[config.mk]
export PLATFORM = sky130hd
export DESIGN_NAME = dma_irq_ctrl
export DESIGN_NICKNAME = d
export VERILOG_FILES = /design/src/rtl/dmairq_pkg.sv /design/src/rtl/dmairq_decode.sv /design/src/rtl/dmairq_status.sv /design/src/rtl/dmairq_mask.sv /design/src/rtl/dma_irq_ctrl.sv
export SDC_FILE = /design/constraint.sdc
export NUM_CORES = 1
export LEC_CHECK = 0
export BUFFER_PORTS_ARGS = -buffer_cell sky130_fd_sc_hd__buf_4
export CORE_ASPECT_RATIO = 0.9
export CORE_MARGIN = 2
export CORE_UTILIZATION = 43
export CTS_CLUSTER_SIZE = 28
export DETAILED_ROUTE_END_ITERATION = 10
export PLACE_DENSITY_LB_ADDON = 0.1
export SLEW_MARGIN = 20
export SYNTH_ARGS = -nofsm -noshare
export SYNTH_HDL_FRONTEND = slang
export SYNTH_SLANG_ARGS = --single-unit
export TNS_END_PERCENT = 1
[constraint.sdc]
create_clock -name clk -period 3.46 [get_ports clk]
set_clock_uncertainty 0.1 [all_clocks]
set_input_delay 0.173 -clock clk [delete_from_list [all_inputs] [get_ports clk]]
set_output_delay 0.173 -clock clk [all_outputs]
set_load 0.02 [all_outputs]
[src/rtl/dmairq_pkg.sv]
package dmairq_pkg;
   localparam int unsigned STAT_W = 8;

   // flag positions (decoded by software)
   localparam int unsigned IDX_MEM_DONE = 0;
   localparam int unsigned IDX_DONE     = 1;
   localparam int unsigned IDX_RD_ERR   = 2;
   localparam int unsigned IDX_TO_STRM  = 3;
   localparam int unsigned IDX_TO_MEM   = 4;
   localparam int unsigned IDX_LVL_HIT  = 5;
   localparam int unsigned IDX_BAD_ACC  = 6;
   localparam int unsigned IDX_OVF      = 7;

   typedef enum logic [2:0] {
      SEL_NONE = 3'd0,
      SEL_STAT = 3'd1,
      SEL_EN   = 3'd2,
      SEL_DIS  = 3'd3,
      SEL_MASK = 3'd4
   } reg_sel_e;

   function automatic logic [STAT_W-1:0] mask_reset(input bit is_dest);
      logic [STAT_W-1:0] m;
      m = '1;
      if (is_dest) m[IDX_MEM_DONE] = 1'b0;
      else         m[IDX_OVF]      = 1'b0;
      return m;
   endfunction
endpackage

[src/rtl/dmairq_decode.sv]
module dmairq_decode
   import dmairq_pkg::*;
#(
   parameter int unsigned AW       = 4,
   parameter int unsigned OFF_STAT = 32'h14,
   parameter int unsigned OFF_EN   = 32'h18,
   parameter int unsigned OFF_DIS  = 32'h1C,
   parameter int unsigned OFF_MASK = 32'h20
) (
   input  logic [AW-1:0] reg_addr,
   input  logic          reg_wr,
   output reg_sel_e      sel,
   output logic          stat_wr,
   output logic          en_wr,
   output logic          dis_wr
);
   localparam logic [AW-1:0] W_STAT = AW'(OFF_STAT >> 2);
   localparam logic [AW-1:0] W_EN   = AW'(OFF_EN   >> 2);
   localparam logic [AW-1:0] W_DIS  = AW'(OFF_DIS  >> 2);
   localparam logic [AW-1:0] W_MASK = AW'(OFF_MASK >> 2);

   always_comb begin
      sel = SEL_NONE;
      if      (reg_addr == W_STAT) sel = SEL_STAT;
      else if (reg_addr == W_EN)   sel = SEL_EN;
      else if (reg_addr == W_DIS)  sel = SEL_DIS;
      else if (reg_addr == W_MASK) sel = SEL_MASK;
   end

   assign stat_wr = reg_wr && (sel == SEL_STAT);
   assign en_wr   = reg_wr && (sel == SEL_EN);
   assign dis_wr  = reg_wr && (sel == SEL_DIS);
endmodule

[src/rtl/dmairq_status.sv]
module dmairq_status #(
   parameter int unsigned W = 8
) (
   input  logic         clk,
   input  logic         rst_n,
   input  logic [W-1:0] ev,
   input  logic [W-1:0] clr,
   output logic [W-1:0] stat_q
);
   for (genvar i = 0; i < W; i++) begin : g_flag
      always_ff @(posedge clk or negedge rst_n) begin
         if (!rst_n) stat_q[i] <= 1'b0;
         else        stat_q[i] <= ev[i] | (stat_q[i] & ~clr[i]);
      end

      assert_sticky_R2: assert property (@(posedge clk) disable iff (!rst_n)
         (stat_q[i] && !clr[i]) |=> stat_q[i]);
      assert_w1c_R3: assert property (@(posedge clk) disable iff (!rst_n)
         (clr[i] && !ev[i]) |=> !stat_q[i]);
      assert_event_wins_R4: assert property (@(posedge clk) disable iff (!rst_n)
         (clr[i] && ev[i]) |=> stat_q[i]);
   end
endmodule

[src/rtl/dmairq_mask.sv]
module dmairq_mask
   import dmairq_pkg::*;
#(
   parameter int unsigned W       = 8,
   parameter bit          IS_DEST = 1'b0
) (
   input  logic         clk,
   input  logic         rst_n,
   input  logic [W-1:0] unmask,
   input  logic [W-1:0] domask,
   output logic [W-1:0] mask_q
);
   localparam logic [STAT_W-1:0] RST = mask_reset(IS_DEST);

   for (genvar i = 0; i < W; i++) begin : g_bit
      logic nxt;
      always_comb begin
         nxt = mask_q[i];
         if (unmask[i]) nxt = 1'b0;
         if (domask[i]) nxt = 1'b1;
      end
      if (RST[i]) begin : g_rst1
         always_ff @(posedge clk or negedge rst_n) begin
            if (!rst_n) mask_q[i] <= 1'b1;
            else        mask_q[i] <= nxt;
         end
      end else begin : g_rst0
         always_ff @(posedge clk or negedge rst_n) begin
            if (!rst_n) mask_q[i] <= 1'b0;
            else        mask_q[i] <= nxt;
         end
      end

      assert_enable_R5: assert property (@(posedge clk) disable iff (!rst_n)
         (unmask[i] && !domask[i]) |=> !mask_q[i]);
      assert_disable_R6: assert property (@(posedge clk) disable iff (!rst_n)
         domask[i] |=> mask_q[i]);
   end

   assert_mask_hold_R7: assert property (@(posedge clk) disable iff (!rst_n)
      (unmask == '0 && domask == '0) |=> $stable(mask_q));
endmodule

[src/rtl/dma_irq_ctrl.sv]
module dma_irq_ctrl
   import dmairq_pkg::*;
#(
   parameter bit          IS_DEST  = 1'b0,
   parameter int unsigned DW       = 32,
   parameter int unsigned AW       = 4,
   parameter int unsigned OFF_STAT = 32'h14,
   parameter int unsigned OFF_EN   = 32'h18,
   parameter int unsigned OFF_DIS  = 32'h1C,
   parameter int unsigned OFF_MASK = 32'h20
) (
   input  logic              clk,
   input  logic              rst_n,
   input  logic [AW-1:0]     reg_addr,
   input  logic              reg_wr,
   input  logic [DW-1:0]     reg_wdata,
   output logic [DW-1:0]     reg_rdata,
   input  logic [STAT_W-1:0] ev_in,
   output logic              irq_o,
   output logic              done_dec_o
);
   if (DW < STAT_W) begin : g_bad_dw
      $error("dma_irq_ctrl: DW must hold all flags");
   end
   if (((OFF_STAT | OFF_EN | OFF_DIS | OFF_MASK) & 3) != 0) begin : g_bad_align
      $error("dma_irq_ctrl: offsets must be word aligned");
   end
   if ((OFF_MASK >> 2) >= (1 << AW) || (OFF_DIS >> 2) >= (1 << AW) ||
       (OFF_EN >> 2) >= (1 << AW) || (OFF_STAT >> 2) >= (1 << AW)) begin : g_bad_aw
      $error("dma_irq_ctrl: AW too narrow for offsets");
   end

   reg_sel_e          sel;
   logic              stat_wr, en_wr, dis_wr;
   logic [STAT_W-1:0] wlo, stat_q, mask_q;
   logic [STAT_W-1:0] clr_bits, en_bits, dis_bits;
   logic              unused_hi;

   assign wlo       = reg_wdata[STAT_W-1:0];
   assign unused_hi = ^reg_wdata;

   dmairq_decode #(
      .AW(AW), .OFF_STAT(OFF_STAT), .OFF_EN(OFF_EN),
      .OFF_DIS(OFF_DIS), .OFF_MASK(OFF_MASK)
   ) u_dec (
      .reg_addr(reg_addr), .reg_wr(reg_wr), .sel(sel),
      .stat_wr(stat_wr), .en_wr(en_wr), .dis_wr(dis_wr)
   );

   assign clr_bits = stat_wr ? wlo : '0;
   assign en_bits  = en_wr   ? wlo : '0;
   assign dis_bits = dis_wr  ? wlo : '0;

   dmairq_status #(.W(STAT_W)) u_stat (
      .clk(clk), .rst_n(rst_n), .ev(ev_in), .clr(clr_bits), .stat_q(stat_q)
   );

   dmairq_mask #(.W(STAT_W), .IS_DEST(IS_DEST)) u_mask (
      .clk(clk), .rst_n(rst_n), .unmask(en_bits), .domask(dis_bits), .mask_q(mask_q)
   );

   assign irq_o      = |(stat_q & ~mask_q);
   assign done_dec_o = stat_wr & wlo[IDX_DONE] & stat_q[IDX_DONE];

   always_comb begin
      reg_rdata = '0;
      case (sel)
         SEL_STAT: reg_rdata[STAT_W-1:0] = stat_q;
         SEL_MASK: reg_rdata[STAT_W-1:0] = mask_q;
         default:  reg_rdata = '0;
      endcase
   end

   assert_dec_ack_R9: assert property (@(posedge clk) disable iff (!rst_n)
      (done_dec_o && !ev_in[IDX_DONE]) |=> !stat_q[IDX_DONE]);
   assert_irq_cause_R8: assert property (@(posedge clk) disable iff (!rst_n)
      $rose(irq_o) |-> ($past(ev_in) != '0 || $past(en_wr)));
endmodule

==> summary.txt, run 1 <==
Status
  • Status: completed

Die
  • Die Y: 51.82 µm
  • I/O pin count: 81
  • Row cnt: 17
  • Die area: 0.002960 mm²
  • Core footprint: 0.002425 mm²
  • Die Wd: 57.13 µm
  • Initial Utilization: 0.4505

Timing
  • Final Hold Vio Count: 0
  • Final Slew Violations: 0
  • Min Tclk post-route: 1.905 ns
  • Setup TNS: 0 ns
  • Rel. slew slack: 0.5248
  • Final worst-path cycle share: 0.5505
  • Top achievable clock speed: 525.0 MHz
  • Worst-Margin Slew: 0.7113 ns
  • Final setup vio count: 0
  • RSZ-0062 raised after global routing: false

Final layout
  • Fin cells: 181
  • Area grow syn2layout: 23.60%
  • Final Util: 0.5568
  • Final #Nets: 201
  • Antenna fix cells: 0
  • Design area: 0.001350 mm²
  • Share of layout cells above drive strength 1: 0.3399

Placed design
  • Placed instance area: 0.001224 mm²
  • PortBufs: 32
  • Placed insts: 168
  • Hpwl dp: 1.636 mm
  • Final RePlAce weighted congestion: 0.8197

Setup path
  • Worst-path maximum fanout: 3
  • Largest delay share family, worst path: flip-flops
  • Startpoint types: register
  • Worst r2r src: u_mask.mask_q[7]
  • Worst r2r path cells: 1
  • Crit path max-delay cell type: dfstp_2
  • R2r endpoint: u_mask.mask_q[7]
  • Crit path cell chain: o22ai_1 -> or4_1 -> buf_4
  • Path length in cells of the critical path: 3
  • CP max stage delay: 0.56 ns
  • Reg-to-reg slack, setup: 2.59 ns
  • Crit. End Element: output pin
  • Critical Path RT: 3.19 ns
  • Worst EP arrival: 1.63 ns
  • Worst setup path class: reg -> out
  • CP bufs+invs: 1

Route
  • Drt via density: 4.785
  • Vias: 866
  • Drt total wl: 2.250 mm
  • Iteration-0 DRC Markers: 27
  • Drt pass-1 iters: 4
  • Antenna Nets Post-Route: 0
  • WL/cell: 12.43 µm
  • Residual DRC count: 0

Power
  • P per Cell Area: 367.7 mW/mm²
  • Peak VDD IR: 0.0001744 V
  • LEAKAGE: 0.0006831 µW
  • Total design power: 496.4 µW

Clock network
  • Clock Latency Late Sink: 0.28 ns
  • H-tree levels: 1
  • # Post-CTS Setup Buffers: 0
  • TritonCTS clock tree: built
  • CTS Buf Count: 3
  • Clock slew at reported path FFs: 0.10 ns
  • Total clock sinks: 16
  • Clock Tree Buf Depth: 2
  • Root Buffer: clkbuf_4

Min path
  • Hold Path Sink: u_stat.stat_q[0]
  • Hold path startpoint: reg_wdata[0]
  • Hold crit path type: in -> reg
  • Worst hold stages: 3

Flow run
  • Max cap viols: 0

Global routing
  • First-pass GRT wire length: 3.629 mm
  • Gr usage total: 0.1609
  • GR Util met2: 0.2835
  • Initial antenna violation count: 0
  • GR met1 Demand/Resource: 0.1891
  • Vias in the first global route: 857
  • GR Layer Usage met3: 0.02488
  • GR Overflow Total: 0
  • GRT busiest layer: met2
  • Largest net degree at the start of global routing: 17

Yosys
  • Synth cell types: 20
  • EDFF count, synth: 0
  • Gate Count Post-Synth: 115
  • Main synth FF type: dfrtp_1
  • Seq cells post-synth: 16
  • Top cells by area, synth: dfrtp_1 21%, buf_4 19%, dfstp_2 17%, mux2_4 11%, a21o_1 5.5%
  • Synthesized area: 0.001092 mm²
  • Mean Syn Cell Area: 9.498 µm²
  • Synth async-reset ratio: 1.000
  • Post-synth top area cell: dfrtp_1
  • Top-count cell post-synth: buf_4
  • Sequential area share after synthesis: 0.3746
  • Most frequent cells after synthesis: 27 x buf_4, 11 x nand2_1, 9 x dfrtp_1
  • Top-area cell type share of the netlist area: 0.2062
  • Synth warn: 0
-- area by class of cell --
type                            count  area (µm²)
Multi-Input combinational cell     84       509.2
Inverter                            8       30.03
Timing Repair Buffer               41       330.3
Tap cell                           28       35.03
Clock buffer                        4       36.28
Fill cell                         233        1075
Sequential cell                    16       409.1
-- sequential cells by signal, summed over array words and instances, names as in the netlist --
register,flops
u_stat.stat_q,8
u_mask.mask_q,8
-- routing by layer --
metal  wire length, µm  vias to the layer above  part of all wire
li1                  -                      413                 -
met4                 8                        0            0.0036
met3               127                        2             0.056
met5                 0                        -                 0
met2              1155                       36              0.51
met1               959                      415              0.43
-- metrics by stage --
stage / worst slack (ns) / hold WS (ns)
global placement: 1.839 / -0.05349
floorplan: 1.968 / -0.2226
finish: 1.555 / 0.08818
detailed placement: 1.843 / -0.05666
global route: 1.478 / 0.07517
CTS: 1.531 / 0.07477
-- cell usage in the layout, fill, tap and decap left out, types with 8 or more instances in the layout --
| master | synthesis | routed |
|---|---|---|
| buf_4 | 27 | 32 |
| conb_1 | 1 | 24 |
| nand2_1 | 11 | 11 |
| dlygate4sd3_1 | 0 | 9 |
| dfrtp_1 | 9 | 9 |
| nor2_1 | 8 | 8 |
| inv_1 | 8 | 8 |
| nand3_1 | 8 | 8 |
| a21o_1 | 8 | 8 |
| mux2_4 | 8 | 8 |
-- kinds of logic after synthesis --
group	count (synthesis)	synth area share
AO/OA/AOI/OAI	20	0.1306
buffers and inverters	38	0.2383
flip-flops	16	0.3746
multiplexers	8	0.1100
other	1	0.003433
AND/OR/NAND/NOR	32	0.1432
-- where the power goes --
| group | switching (µW) | internal [µW] |
|---|---|---|
| sequential | 18.8 | 224 |
| combinational | 62.8 | 66.9 |
| clock | 59.5 | 64.0 |
-- worst max-delay path by stage --
stage / from / to / slack [ns]
6_report: u_mask.mask_q[6] / irq_o / 1.56
5_1_grt: u_mask.mask_q[6] / irq_o / 1.48
4_1_cts: u_mask.mask_q[6] / irq_o / 1.53
3_5_place_dp: reg_addr[0] / reg_rdata[1] / 1.84
3_3_place_gp: reg_addr[0] / reg_rdata[1] / 1.84
2_1_floorplan: u_mask.mask_q[6] / irq_o / 1.97
-- repair_timing --
item | 4_1_cts | 5_1_grt
hold buffers | 9 | 0
setup endpoints to repair | 0 | 0
hold endpoints to repair | 24 | 0
gates resized for setup | 0 | 0
Note: power is estimated with default switching activity, not from simulation.
==> run 2, diff against run 1 <==
ABC_AREA = 1   (was unset)
CORE_UTILIZATION = 36   (was 43)
clock period = 1.7 ns   (was 3.46 ns; I/O delays follow)
==> run 2 against run 1 <==
  * Via count increased by 23%
  * Largest cell class unchanged
  * Hold slack worse by 0.014 ns
  * Sequential cell count is the same
  * Non-clock buffer count grew 16
==> summary.txt, run 2 <==
Yosys
  • Sequential area share after synthesis: 0.3716 (was 0.3746)
  • Top-count cell post-synth: nand2_1 (was buf_4)
  • Post-synth top area cell: nand2_1 (was dfrtp_1)
  • Top cells by area, synth: nand2_1 23%, dfrtp_1 20%, dfstp_2 17%, buf_4 16%, inv_1 6.8% (was dfrtp_1 21%, buf_4 19%, dfstp_2 17%, mux2_4 11%, a21o_1 5.5%)
  • Synth async-reset ratio: 1.000 (unchanged)
  • Synth warn: 0 (unchanged)
  • Most frequent cells after synthesis: 66 x nand2_1, 24 x buf_4, 20 x inv_1 (was 27 x buf_4, 11 x nand2_1, 9 x dfrtp_1)
  • Gate Count Post-Synth: 158 (was 115)
  • Top-area cell type share of the netlist area: 0.2250 (was 0.2062)
  • Main synth FF type: dfrtp_1 (unchanged)
  • Seq cells post-synth: 16 (unchanged)
  • EDFF count, synth: 0 (unchanged)
  • Mean Syn Cell Area: 6.969 µm² (was 9.498 µm²)
  • Synthesized area: 0.001101 mm² (was 0.001092 mm²)
  • Synth cell types: 13 (was 20)

Flow run
  • Max cap viols: 0 (unchanged)

Die
  • Die Wd: 62.30 µm (was 57.13 µm)
  • Die Y: 56.47 µm (was 51.82 µm)
  • I/O pin count: 81 (unchanged)
  • Row cnt: 19 (was 17)
  • Core footprint: 0.002995 mm² (was 0.002425 mm²)
  • Die area: 0.003517 mm² (was 0.002960 mm²)
  • Initial Utilization: 0.3676 (was 0.4505)

Timing
  • Setup TNS: 0 ns (unchanged)
  • Min Tclk post-route: 1.559 ns
  • Final worst-path cycle share: 0.9173
  • Final WS setup: 0.1405 ns (was 1.555 ns)
  • Top achievable clock speed: 641.2 MHz
  • Final Hold Vio Count: 0 (unchanged)
  • Final Slew Violations: 0 (unchanged)
  • Final setup vio count: 0 (unchanged)
  • Hold_ws: 0.07460 ns (was 0.08818 ns)
  • RSZ-0062 raised after global routing: false (unchanged)

Power
  • LEAKAGE: 0.0008103 µW (was 0.0006831 µW)
  • P per Cell Area: 658.7 mW/mm² (was 367.7 mW/mm²)
  • Peak VDD IR: 0.0004160 V (was 0.0001744 V)

Global routing
  • Initial antenna violation count: 0 (unchanged)
  • GR Overflow Total: 0 (unchanged)
  • Gr usage total: 0.1630 (was 0.1609)
  • Largest net degree at the start of global routing: 17 (unchanged)
  • First-pass GRT wire length: 4.485 mm (was 3.629 mm)
  • Vias in the first global route: 1,006 (was 857)

Clock network
  • Total clock sinks: 16 (unchanged)
  • CTS Buf Count: 3 (unchanged)
  • Clock Latency Late Sink: 0.29 ns (was 0.28 ns)
  • Clock Tree Buf Depth: 2 (unchanged)
  • TritonCTS clock tree: built (unchanged)
  • Root Buffer: clkbuf_4 (unchanged)
  • Post_cts resized: 0 (unchanged)
  • Clock slew at reported path FFs: 0.11 ns (was 0.10 ns)
  • H-tree levels: 1 (unchanged)

Placed design
  • Worst slack, placed: 0.4204 ns (was 1.843 ns)
  • Final RePlAce weighted congestion: 0.7185 (was 0.8197)
  • Hpwl dp: 1.736 mm (was 1.636 mm)
  • PortBufs: 32 (unchanged)

Final layout
  • Antenna fix cells: 0 (unchanged)
  • Area grow syn2layout: 42.05% (was 23.60%)
  • Commonest cells after routing, fill and taps aside: 66 x nand2_1, 32 x buf_4, 25 x dlygate4sd3_1 (was 32 x buf_4, 24 x conb_1, 11 x nand2_1)
  • Most common cell after layout, fill and taps aside: nand2_1 (was buf_4)
  • Final #Nets: 264 (was 201)
  • Final Util: 0.5221 (was 0.5568)
  • Share of layout cells above drive strength 1: 0.2222 (was 0.3399)
  • Multi-input logic area: 500.5 µm² (was 509.2 µm²)
  • Register area: 409.1 µm² (unchanged)
  • Fillers: 321 (was 233)
  • Biggest regs: u_mask.mask_q: 8 flops, u_stat.stat_q: 8 flops (unchanged)

Setup path
  • Worst setup path class: reg -> out (unchanged)
  • Critical Path RT: 1.51 ns (was 3.19 ns)
  • Worst EP arrival: 1.37 ns (was 1.63 ns)
  • Reg-to-reg slack, setup: 0.42 ns (was 2.59 ns)
  • Worst-path maximum fanout: 2 (was 3)
  • Startpoint types: register (unchanged)
  • Crit. End Element: output pin (unchanged)
  • Worst r2r src: u_stat.stat_q[1] (was u_mask.mask_q[7])
  • Crit path from: u_mask.mask_q[0] (was u_mask.mask_q[6])

Route
  • Wire length on met2: 1.274 mm (was 1.155 mm)
  • Vias: 1,062 (was 866)
  • Met1 WL: 1.114 mm (was 959 µm)
  • Metal3 WL: 141 µm (was 127 µm)
  • Residual DRC count: 0 (unchanged)
  • Drt pass-1 iters: 4 (unchanged)
  • Iteration-0 DRC Markers: 29 (was 27)
  • DR top layer: met4 (unchanged)
  • WL/cell: 9.876 µm (was 12.43 µm)
  • Antenna Nets Post-Route: 0 (unchanged)
  • Drt total wl: 2.548 mm (was 2.250 mm)
  • Drt via density: 4.116 (was 4.785)

Min path
  • Hold crit path type: in -> async (was in -> reg)

Status
  • Status: completed (unchanged)
[run 2: final cells by class]
type	count	share of cell area
Multi-Input combinational cell	119	0.3200
Timing Repair Buffer	57	0.3136
Sequential cell	16	0.2616
Inverter	20	0.04800
Tap cell	42	0.03360
Clock buffer	4	0.02320
[run 2: metrics by stage]
stage	cell area (µm²)	instances	total power, µW
after global routing	1564	258	1100
final	1564	258	1030
after CTS	1564	258	1039
after floorplan	1187	181	688.9
after global placement	1277	229	731.8
after detailed placement	1277	229	739.3
[run 2: timing repair]
action / in CTS / in global routing
setup buffers: 0 / 0
endpoints found under the hold margin: 32 / 0
hold buffers: 25 / 0
[run 2: kinds of logic (layout without fill, tap and decap cells)]
family          after synthesis  in the layout  synth area share
other cells                   1             24          0.003406
buf+inv                      46             81            0.2523
flops                        16             16            0.3716
simple gates                 85             85            0.3273
compound gates               10             10           0.04545
[run 2: critical path, cell delays in order, from the launching register on]
cell and delay, ns:
dfstp_2 0.55, inv_1 0.04, nand2_1 0.06, o21ai_0 0.08, nor2_1 0.09, nand3_1 0.09, buf_4 0.17
[run 2: final timing paths]
path                       cells past startpoint                to
min reg2reg                                    2  u_mask.mask_q[3]
min in group clk                               5  u_mask.mask_q[3]
max in group asynchronous                      2  u_mask.mask_q[5]
max                                            6             irq_o
max reg2reg                                    3  u_stat.stat_q[1]
min                                            2  u_stat.stat_q[1]
[run 2: power by group]
group / total, µW / switching, µW / internal [µW]
Sequential: 482 / 27.0 / 455
Combinational: 285 / 171 / 114
Clock: 263 / 132 / 131
Total: 1030 / 330 / 700
[run 2: layer usage]
metal  vias up  GRT usage
met1       479     0.1909
met3         2    0.04409
met4         0    0.03810
met5         -          0
li1        542          -
met2        39     0.2981
==> run 3, diff against run 2 <==
CELL_PAD_IN_SITES_DETAIL_PLACEMENT = 0   (was unset)
CELL_PAD_IN_SITES_GLOBAL_PLACEMENT = 2   (was unset)
CORE_UTILIZATION = 17   (was 36)
==> run 3 against run 2 <==
  * Global-route usage shrank 7.6 points
  * Routed wire length up 17%
  * Fmax up 0.38%
  * Sequential cell count unchanged
  * Design area shrank 0.32%
  * Combinational power is essentially flat
  * Largest cell class unchanged
  * Largest power group unchanged
  * Core utilization fell by 27 points
  * Cell count is 14% higher
  * Power up 8.9%
  * Count of clock-buffer cells in the layout unchanged
==> summary.txt, run 3 (synthesized netlist as in run 2, its figures left out) <==
Status
  • Status: completed (unchanged)

Setup path
  • CP max stage delay: 0.53 ns (was 0.55 ns)
  • Worst setup path class: reg -> out (unchanged)
  • Reg-to-reg slack, setup: 0.90 ns (was 0.42 ns)
  • Crit path from: u_mask.mask_q[6] (was u_mask.mask_q[0])
  • Critical Path RT: 1.51 ns (about the same)
  • Worst EP arrival: 1.37 ns (about the same)
  • CP bufs+invs: 2 (unchanged)
  • Worst r2r src: u_mask.mask_q[1] (was u_stat.stat_q[1])
  • Crit path cell chain: inv_1 -> nand2_1 -> nand2_1 -> a21oi_1 -> nand3_1 -> buf_4 (was inv_1 -> nand2_1 -> o21ai_0 -> nor2_1 -> nand3_1 -> buf_4)
  • CP dominant cell by count: nand2_1
  • CP Capture Point: irq_o (unchanged)
  • Largest delay share family, worst path: flip-flops (unchanged)
  • Crit. End Element: output pin (unchanged)
  • R2r endpoint: u_mask.mask_q[1] (was u_stat.stat_q[1])
  • Crit path max-delay cell type: dfstp_2 (unchanged)
  • Worst-path maximum fanout: 2 (unchanged)
  • Startpoint types: register (unchanged)
  • Path length in cells of the critical path: 6 (unchanged)
  • Worst r2r path cells: 2 (was 3)

Clock network
  • TritonCTS clock tree: built (unchanged)
  • Clock slew at reported path FFs: 0.07 ns (was 0.11 ns)
  • H-tree levels: 1 (unchanged)
  • Clock Latency Late Sink: 0.25 ns (was 0.29 ns)
  • Clock Tree Buf Depth: 2 (unchanged)
  • CTS Buf Count: 3 (unchanged)
  • # Post-CTS Setup Buffers: 0 (unchanged)
  • Total clock sinks: 16 (unchanged)
  • Root Buffer: clkbuf_8 (was clkbuf_4)
  • Post_cts resized: 0 (unchanged)

Global routing
  • Largest net degree at the start of global routing: 17 (unchanged)
  • Vias in the first global route: 945 (was 1,006)
  • Gr usage total: 0.08666 (was 0.1630)
  • Initial antenna violation count: 0 (unchanged)
  • GR Overflow Total: 0 (unchanged)
  • First-pass GRT wire length: 4.533 mm (was 4.485 mm)

Power
  • Total design power: 1122 µW (was 1030 µW)
  • Peak VDD IR: 0.0002092 V (was 0.0004160 V)
  • LEAKAGE: 0.0008064 µW (was 0.0008103 µW)
  • P per Cell Area: 719.4 mW/mm² (was 658.7 mW/mm²)

Final layout
  • Biggest regs: u_mask.mask_q: 8 flops, u_stat.stat_q: 8 flops (unchanged)
  • Share of layout cells above drive strength 1: 0.2308 (was 0.2222)
  • Area grow syn2layout: 41.59% (was 42.05%)
  • Fillers: 698 (was 321)
  • Commonest cells after routing, fill and taps aside: 66 x nand2_1, 32 x buf_4, 24 x conb_1 (was 66 x nand2_1, 32 x buf_4, 25 x dlygate4sd3_1)
  • Most common cell after layout, fill and taps aside: nand2_1 (unchanged)
  • Design area: 0.001559 mm² (was 0.001564 mm²)
  • Final #Nets: 256 (was 264)
  • Antenna fix cells: 0 (unchanged)

Route
  • Drt total wl: 2.976 mm (was 2.548 mm)
  • Iteration-0 DRC Markers: 22 (was 29)
  • WL/cell: 10.09 µm (was 9.876 µm)
  • Residual DRC count: 0 (unchanged)
  • Drt pass-1 iters: 4 (unchanged)
  • Antenna Nets Post-Route: 0 (unchanged)
  • Drt via density: 3.431 (was 4.116)
  • Vias: 1,012 (was 1,062)

Min path
  • Hold crit path type: in -> reg (was in -> async)
  • Hold path startpoint: reg_wr
  • Worst hold stages: 4

Die
  • Die Y: 80.35 µm (was 56.47 µm)
  • Row cnt: 27 (was 19)
  • Die area: 0.007137 mm² (was 0.003517 mm²)
  • Core footprint: 0.006182 mm² (was 0.002995 mm²)
  • Die Wd: 88.83 µm (was 62.30 µm)
  • I/O pin count: 81 (unchanged)
  • Initial Utilization: 0.1781 (was 0.3676)

Placed design
  • Hpwl dp: 2.220 mm (was 1.736 mm)
  • PortBufs: 32 (unchanged)
  • Final RePlAce weighted congestion: 0.6175 (was 0.7185)
  • Placed instance area: 0.001334 mm² (was 0.001277 mm²)

Timing
  • RSZ-0062 raised after global routing: false (unchanged)
  • Final Hold Vio Count: 0 (unchanged)
  • Setup TNS: 0 ns (unchanged)
  • Min Tclk post-route: 1.554 ns (was 1.559 ns)
  • Top achievable clock speed: 643.7 MHz (was 641.2 MHz)
  • Final worst-path cycle share: 0.9138 (was 0.9173)
  • Final setup vio count: 0 (unchanged)
  • Hold_ws: 0.1113 ns (was 0.07460 ns)
  • Final Slew Violations: 0 (unchanged)

Flow run
  • Max cap viols: 0 (unchanged)
==> run 3: cell count changes in the layout (fill, tap and decap cells not counted) <==
cell           before  now
clkbuf_4            3    0
clkbuf_8            1    4
dlygate4sd3_1      25   17
==> run 3: worst min-delay path by stage <==
stage | end | slack [ns]
5_1_grt | u_stat.stat_q[5] | 0.13
4_1_cts | u_stat.stat_q[5] | 0.11
3_3_place_gp | u_stat.stat_q[3] | -0.13
3_5_place_dp | u_stat.stat_q[3] | -0.12
2_1_floorplan | u_mask.mask_q[7] | -0.31
6_report | u_stat.stat_q[5] | 0.11
==> run 3: final cells by class <==
| type | instances | area [µm²] | share of cell area |
|---|---|---|---|
| tap | 87 | 108.9 | 0.06982 |
| timing repair buffer | 49 | 410.4 | 0.2632 |
| multi-input combinational | 119 | 500.5 | 0.3210 |
| sequential | 16 | 409.1 | 0.2624 |
| inverter | 20 | 75.07 | 0.04815 |
| clock buffer | 4 | 55.05 | 0.03531 |
==> run 3: what timing repair did <==
item                                    in CTS  in global routing
hold endpoints to repair                    32                  0
endpoints found under the setup margin       0                  0
hold buffers                                17                  0
==> run 3: per-stage QoR <==
stage,std cells,utilization,setup WS [ns]
2_1_floorplan,181,-,0.4784
4_1_cts,295,0.2522,0.09227
5_1_grt,295,0.2522,0.04716
6_report,295,0.2522,0.1465
3_3_place_gp,274,0.2157,0.3519
3_5_place_dp,274,0.2157,0.3537
==> run 3: report_power, final <==
group	internal (µW)	switching [µW]
Sequential	455	24.9
Clock	206	152
Combinational	111	172
Total	772	349
==> run 3: routing by layer <==
metal,track usage,wire length (µm),part of all wire,vias to the layer above
met5,0,0,0,-
met4,0.02727,25,0.0084,0
met3,0.01953,200,0.067,2
met2,0.1418,1347,0.45,34
met1,0.1121,1403,0.47,451
li1,-,-,-,525
==> run 3: worst register-to-register path, stage by stage (launching register included) <==
cell	delay [ns]
dfstp_2	0.54
nand2_1	0.05
nand2_1	0.05
